`src/rtl/bwd_pkg.sv`:
```
package bwd_pkg;

    localparam int ADDR_W     = 8;
    localparam int DATA_W     = 8;
    localparam int OFF_W      = 6;
    localparam int PAGE_COUNT = 2;
    localparam int CNT_W      = $clog2(PAGE_COUNT + 1);

    localparam logic [ADDR_W-1:0] SEL_ADDR = 8'hE8;
    localparam logic [DATA_W-1:0] EMPTY_RD = 8'h00;
    localparam logic [DATA_W-1:0] CLASH_RD = 8'hFF;
    localparam logic [DATA_W-1:0] SEL_RD   = 8'hFF;

    typedef enum logic [1:0] {
        RGN_BASE   = 2'd0,
        RGN_WINDOW = 2'd1,
        RGN_SELECT = 2'd2
    } region_e;

    typedef struct packed {
        region_e          rgn;
        logic [OFF_W-1:0] off;
        logic             rd;
        logic             wr;
    } access_t;

    // Select-byte bit that enables page k.
    function automatic int page_bit(input int k);
        case (k)
            0:       return 0;   // nonvolatile data page
            1:       return 4;   // extra RAM page
            default: return 0;
        endcase
    endfunction

    function automatic logic in_window(input logic [ADDR_W-1:0] a);
        return (a >> OFF_W) == '0;
    endfunction

endpackage

```
`src/rtl/bwd_addr_dec.sv`:
```
module bwd_addr_dec
    import bwd_pkg::*;
(
    input  logic [ADDR_W-1:0] addr,
    input  logic              rd,
    input  logic              wr,
    output access_t           acc
);

    always_comb begin
        acc.rd  = rd;
        acc.wr  = wr;
        acc.off = addr[OFF_W-1:0];
        if (addr == SEL_ADDR)
            acc.rgn = RGN_SELECT;
        else if (in_window(addr))
            acc.rgn = RGN_WINDOW;
        else
            acc.rgn = RGN_BASE;
    end

endmodule

```
`src/rtl/bwd_sel_reg.sv`:
```
module bwd_sel_reg
    import bwd_pkg::*;
(
    input  logic              clk,
    input  logic              rst,
    input  access_t           acc,
    input  logic              bitop,
    input  logic [DATA_W-1:0] wdata,
    output logic [DATA_W-1:0] sel_q
);

    logic hit_wr;
    logic load;

    assign hit_wr = acc.wr && (acc.rgn == RGN_SELECT);
    assign load   = hit_wr && !bitop;

    // Deliberately without reset: contents are undefined until written.
    always_ff @(posedge clk) begin
        if (load)
            sel_q <= wdata;
    end

    a_r1_full_write_loads: assert property (@(posedge clk) disable iff (rst)
        (acc.wr && acc.rgn == RGN_SELECT && !bitop) |=> sel_q == $past(wdata));

    a_r7_bitop_ignored: assert property (@(posedge clk) disable iff (rst)
        (hit_wr && bitop) |=> $stable(sel_q));

    a_r1_quiet_hold: assert property (@(posedge clk) disable iff (rst)
        !hit_wr |=> $stable(sel_q));

endmodule

```
`src/rtl/bwd_page_steer.sv`:
```
module bwd_page_steer
    import bwd_pkg::*;
#(
    parameter int N_PAGES = PAGE_COUNT
)(
    input  logic                      clk,
    input  logic                      rst,
    input  access_t                   acc,
    input  logic [DATA_W-1:0]         sel_q,
    input  logic [DATA_W-1:0]         base_rdata,
    input  logic [N_PAGES*DATA_W-1:0] page_rdata,
    output logic                      base_cs,
    output logic [N_PAGES-1:0]        page_cs,
    output logic [DATA_W-1:0]         rdata,
    output logic                      conflict
);

    localparam int NC_W = $clog2(N_PAGES + 1);

    logic [N_PAGES-1:0] en;
    logic               win_act;
    logic [NC_W-1:0]    n_en;
    logic [DATA_W-1:0]  page_or;

    assign win_act = (acc.rgn == RGN_WINDOW) && (acc.rd || acc.wr);

    for (genvar k = 0; k < N_PAGES; k++) begin : g_page
        assign en[k]      = sel_q[page_bit(k)];
        assign page_cs[k] = win_act && en[k];
    end

    always_comb begin
        n_en    = '0;
        page_or = '0;
        for (int k = 0; k < N_PAGES; k++) begin
            if (en[k]) begin
                n_en    = n_en + NC_W'(1);
                page_or = page_or | page_rdata[k*DATA_W +: DATA_W];
            end
        end
    end

    assign conflict = win_act && (n_en > NC_W'(1));
    assign base_cs  = (acc.rgn == RGN_BASE) && (acc.rd || acc.wr);

    always_comb begin
        rdata = EMPTY_RD;
        if (acc.rd) begin
            unique case (acc.rgn)
                RGN_SELECT: rdata = SEL_RD;
                RGN_BASE:   rdata = base_rdata;
                RGN_WINDOW: begin
                    if (n_en > NC_W'(1))
                        rdata = CLASH_RD;
                    else if (n_en == NC_W'(1))
                        rdata = page_or;
                    else
                        rdata = EMPTY_RD;
                end
                default:    rdata = EMPTY_RD;
            endcase
        end
    end

    a_r2_select_no_cs: assert property (@(posedge clk) disable iff (rst)
        (acc.rgn == RGN_SELECT) |-> (page_cs == '0) && !base_cs);

    a_r3_cs_only_in_window: assert property (@(posedge clk) disable iff (rst)
        (page_cs != '0) |-> (acc.rgn == RGN_WINDOW) && !base_cs);

    a_r6_clash_reads_ones: assert property (@(posedge clk) disable iff (rst)
        (conflict && acc.rd) |-> (rdata == CLASH_RD) && ($countones(page_cs) > 1));

    a_r8_base_exclusive: assert property (@(posedge clk) disable iff (rst)
        base_cs |-> (page_cs == '0) && !conflict);

    a_r5_idle_reads_zero: assert property (@(posedge clk) disable iff (rst)
        !acc.rd |-> rdata == EMPTY_RD);

endmodule

```
`src/rtl/bank_window_decoder.sv`:
```
module bank_window_decoder
    import bwd_pkg::*;
#(
    parameter int N_PAGES = PAGE_COUNT
)(
    input  logic                      clk,
    input  logic                      rst,
    input  logic [ADDR_W-1:0]         cpu_addr,
    input  logic                      cpu_rd,
    input  logic                      cpu_wr,
    input  logic                      cpu_bitop,
    input  logic [DATA_W-1:0]         cpu_wdata,
    input  logic [DATA_W-1:0]         base_rdata,
    input  logic [N_PAGES*DATA_W-1:0] page_rdata,
    output logic                      base_cs,
    output logic [N_PAGES-1:0]        page_cs,
    output logic [OFF_W-1:0]          win_offset,
    output logic [DATA_W-1:0]         cpu_rdata,
    output logic                      conflict
);

    access_t           acc;
    logic [DATA_W-1:0] sel_q;

    bwd_addr_dec u_dec (
        .addr (cpu_addr),
        .rd   (cpu_rd),
        .wr   (cpu_wr),
        .acc  (acc)
    );

    bwd_sel_reg u_sel (
        .clk   (clk),
        .rst   (rst),
        .acc   (acc),
        .bitop (cpu_bitop),
        .wdata (cpu_wdata),
        .sel_q (sel_q)
    );

    bwd_page_steer #(.N_PAGES(N_PAGES)) u_steer (
        .clk        (clk),
        .rst        (rst),
        .acc        (acc),
        .sel_q      (sel_q),
        .base_rdata (base_rdata),
        .page_rdata (page_rdata),
        .base_cs    (base_cs),
        .page_cs    (page_cs),
        .rdata      (cpu_rdata),
        .conflict   (conflict)
    );

    assign win_offset = acc.off;

    a_r3_offset_tracks_addr: assert property (@(posedge clk) disable iff (rst)
        in_window(cpu_addr) |-> win_offset == cpu_addr[OFF_W-1:0]);

endmodule

```
`config.mk`:
```
export PLATFORM = sky130hd
export DESIGN_NAME = bank_window_decoder
export DESIGN_NICKNAME = d
export VERILOG_FILES = /design/src/rtl/bwd_pkg.sv /design/src/rtl/bwd_addr_dec.sv /design/src/rtl/bwd_sel_reg.sv /design/src/rtl/bwd_page_steer.sv /design/src/rtl/bank_window_decoder.sv
export SDC_FILE = /design/constraint.sdc
export NUM_CORES = 1
export LEC_CHECK = 0
export ABC_CLOCK_PERIOD_IN_PS = 3200
export CAP_MARGIN = 20
export CORE_MARGIN = 5
export CORE_UTILIZATION = 25
export DETAILED_ROUTE_END_ITERATION = 8
export HOLD_SLACK_MARGIN = 0.05
export MAX_ROUTING_LAYER = met4
export PLACE_DENSITY = 0.8
export SYNTH_ARGS = -nofsm -noshare
export SYNTH_HDL_FRONTEND = slang
export SYNTH_SLANG_ARGS = --single-unit
```
`constraint.sdc`:
```
create_clock -name clk -period 3.2 [get_ports clk]
set_clock_uncertainty 0.1 [all_clocks]
set_input_delay 0.96 -clock clk [delete_from_list [all_inputs] [get_ports clk]]
set_output_delay 0.96 -clock clk [all_outputs]
set_load 0.01 [all_outputs]
```
==> results by group <==
Power
  – Pwr dens: approximately 170 mW/mm^2
  – Total power: 0.192 mW
  – Max VDD drop: 0.220 mV
  – Leak Pwr: 0.470 nW

Flow run
  – # Max-Cap Violations: 0

Synthesis
  – Seq/Total Area, Yosys: 0.117
  – Syn Area/Cell: around 8.5 sq um
  – YS warnings: 0
  – Unique cell type count in the Yosys netlist: 21
  – Mapped Nets: 108
  – Gate Count Post-Synth: between 60 and 70
  – Synthesized flop and latch total: 2
  – Synth Cell Area: 515 sq um

Placement
  – GPL Wtd Cong: 0.721
  – Post-DP Area: 0.00107 sq mm
  – Port bufs: 55
  – Pre-CTS WS: -0.664 ns
  – Hpwl dp: 1620 um

Critical path
  – CP Class: in2out
  – Required time worst endpoint: 2.14 ns
  – Crit start category: primary input
  – CP Max Fanout: 5
  – Worst Setup End Kind: primary output
  – Arrival @ worst endpoint: 2.10 ns

Clocking
  – Clock Tree Buf Depth: 2
  – CTS sink count: 2
  – Root Buffer: clkbuf_4
  – Clk pin slew, worst setup/hold paths: 0.03 ns
  – Number of CTS-inserted buffers: 3
  – CTS tree: built
  – CTS H-Tree Depth: 1

Detailed routing
  – 1st-pass router iterations: 4
  – DRT antenna net count: 0
  – Number of remaining DRC errors: 0
  – Drt total wl: 2140 um
  – Via count: 698
  – Initial DRC count: 7
  – Routed len/inst: 14.4 um
  – Vias per Instance: around 4.7

Cells and area
  – # diodes: 0
  – Finished Cell Area: between 0.001 and 0.0015 sq mm
  – Layout area overhead: 122%
  – Most frequent cells in the layout: clkdlybuf4s50_1, buf_4, buf_2
  – Regs by FF count: u_sel.sel_q x2
  – Max reg flops: 2
  – Largest register by flop count: u_sel.sel_q
  – Share of cells above drive strength 1: 0.455
  – Final net count: between 150 and 200
  – Most common cell after layout, fill and taps aside: clkdlybuf4s50_1

Global route
  – Vias in the first global route: 782
  – GRT Overall Usage: 0.144
  – First-pass GRT wire length: 3550 um
  – Number of antenna violations at the first check in global routing: 0
  – Grt ovf: 0
  – Largest net degree at the start of global routing: 11

Timing
  – RSZ-0062 raised after global routing: true
  – Fin crit share: 0.988
  – Setup ws final: around 0.038 ns
  – Minimum clock period: 3.16 ns
  – Setup TNS: 0 ns
  – Final-report setup violation count: 0
  – Relative slew slack: 0.781
  – Worst-margin pin slew: 0.328 ns
  – Final hold violation count: 0
  – Fmax: 316 MHz
  – Fin. max-slew vios: 0

Floorplanning
  – Die height: ~55 um
  – Initial Utilization: 0.263
  – Die Area: 0.00307 sq mm
  – Ports: 63
  – Core ar.: 0.00196 sq mm
  – Std cell rows: 16
  – Die width: 55.4 um

Status
  – Status: complete, no violations

Min path
  – Hold_sp: cpu_wdata[4]
  – Hold Crit Class: in2reg
  – Hold Crit Endpoint: u_sel.sel_q[4]
  – Hold Path Cell Cnt: 1
how the worst max path moves through the flow:
stage             startpoint           end  slack (ns)  cells after the start
2_1_floorplan    cpu_addr[7]  cpu_rdata[6]        0.31                      5
3_3_place_gp     cpu_addr[7]  cpu_rdata[3]       -0.62                      5
3_5_place_dp     cpu_addr[7]  cpu_rdata[2]       -0.66                      5
4_1_cts        page_rdata[5]  cpu_rdata[5]       -0.05                      5
5_1_grt          cpu_addr[6]  cpu_rdata[1]       -0.03                      6
6_report         cpu_addr[6]  cpu_rdata[5]        0.04                      8
area by class of cell:
cell class              instances  area [sq um]
clock buffers                   3          22.5
fillers                       199           816
multi-input cells              48           437
flip-flops and latches          2          60.1
well taps                      27          33.8
repair buffers                 68           593
stage by stage:
| step | utilization | hold WS [ns] | instances |
|---|---|---|---|
| final | 0.584 | 1.20 | 148 |
| after global routing | 0.584 | 1.19 | 148 |
| after CTS | 0.582 | 1.19 | 147 |
| after detailed placement | 0.543 | 1.43 | 138 |
| after global placement | 0.543 | 1.42 | 138 |
| after floorplan | - | 0.959 | 61 |
synth_stat cells (all sizes together):
master | instances | area (sq um)
a211oi | 8 | 60.1
nor2 | 4 | 17.5
and2 | 11 | 80.1
nor3 | 1 | 5.00
buf | 10 | 78.8
nand4bb | 1 | 11.3
o31a | 8 | 70.1
a22oi | 8 | 60.1
and3b | 1 | 8.76
ha | 2 | 25.0
or2 | 1 | 6.26
clkbuf | 2 | 7.51
nor4 | 1 | 21.3
edfxtp | 2 | 60.1
nand2 | 1 | 3.75
report_power, final:
| part | switching (mW) | internal [mW] |
|---|---|---|
| clock | 0.0139 | 0.0413 |
| combinational | 0.0364 | 0.0710 |
| sequential | 0.0000161 | 0.0291 |
layer usage:
metal | track usage | vias to the layer above | wire length [um]
met5 | - | - | 0
met3 | 0.0326 | 4 | 94
met1 | 0.157 | 315 | 823
met4 | 0.0451 | 0 | 31
met2 | 0.257 | 27 | 1190
li1 | - | 352 | -
kinds of logic after synthesis:
logic type / share of synthesized area
and+or+nand+nor: 0.299
adders and majority gates: 0.0485
AOI/OAI and AO/OA: 0.369
DFF: 0.117
buffers and inverters: 0.167
worst max-delay path: stages:
cell and delay (ns):
clkdlybuf4s15_2 0.20, buf_4 0.14, nand2_2 0.08, nor4_4 0.04
buf_4 0.13, buf_6 0.12, o31a_1 0.29, buf_2 0.14
repair_timing:
| action | 4_1_cts | 5_1_grt |
|---|---|---|
| resized for setup | 61 | 18 |
| buffers inserted | 4 | 1 |
| setup endpoints to repair | 12 | 7 |
| pin swaps | 8 | 4 |
| gates cloned | 2 | 0 |
| hold buffers | 0 | 0 |
(Power assumes the default switching activity.)
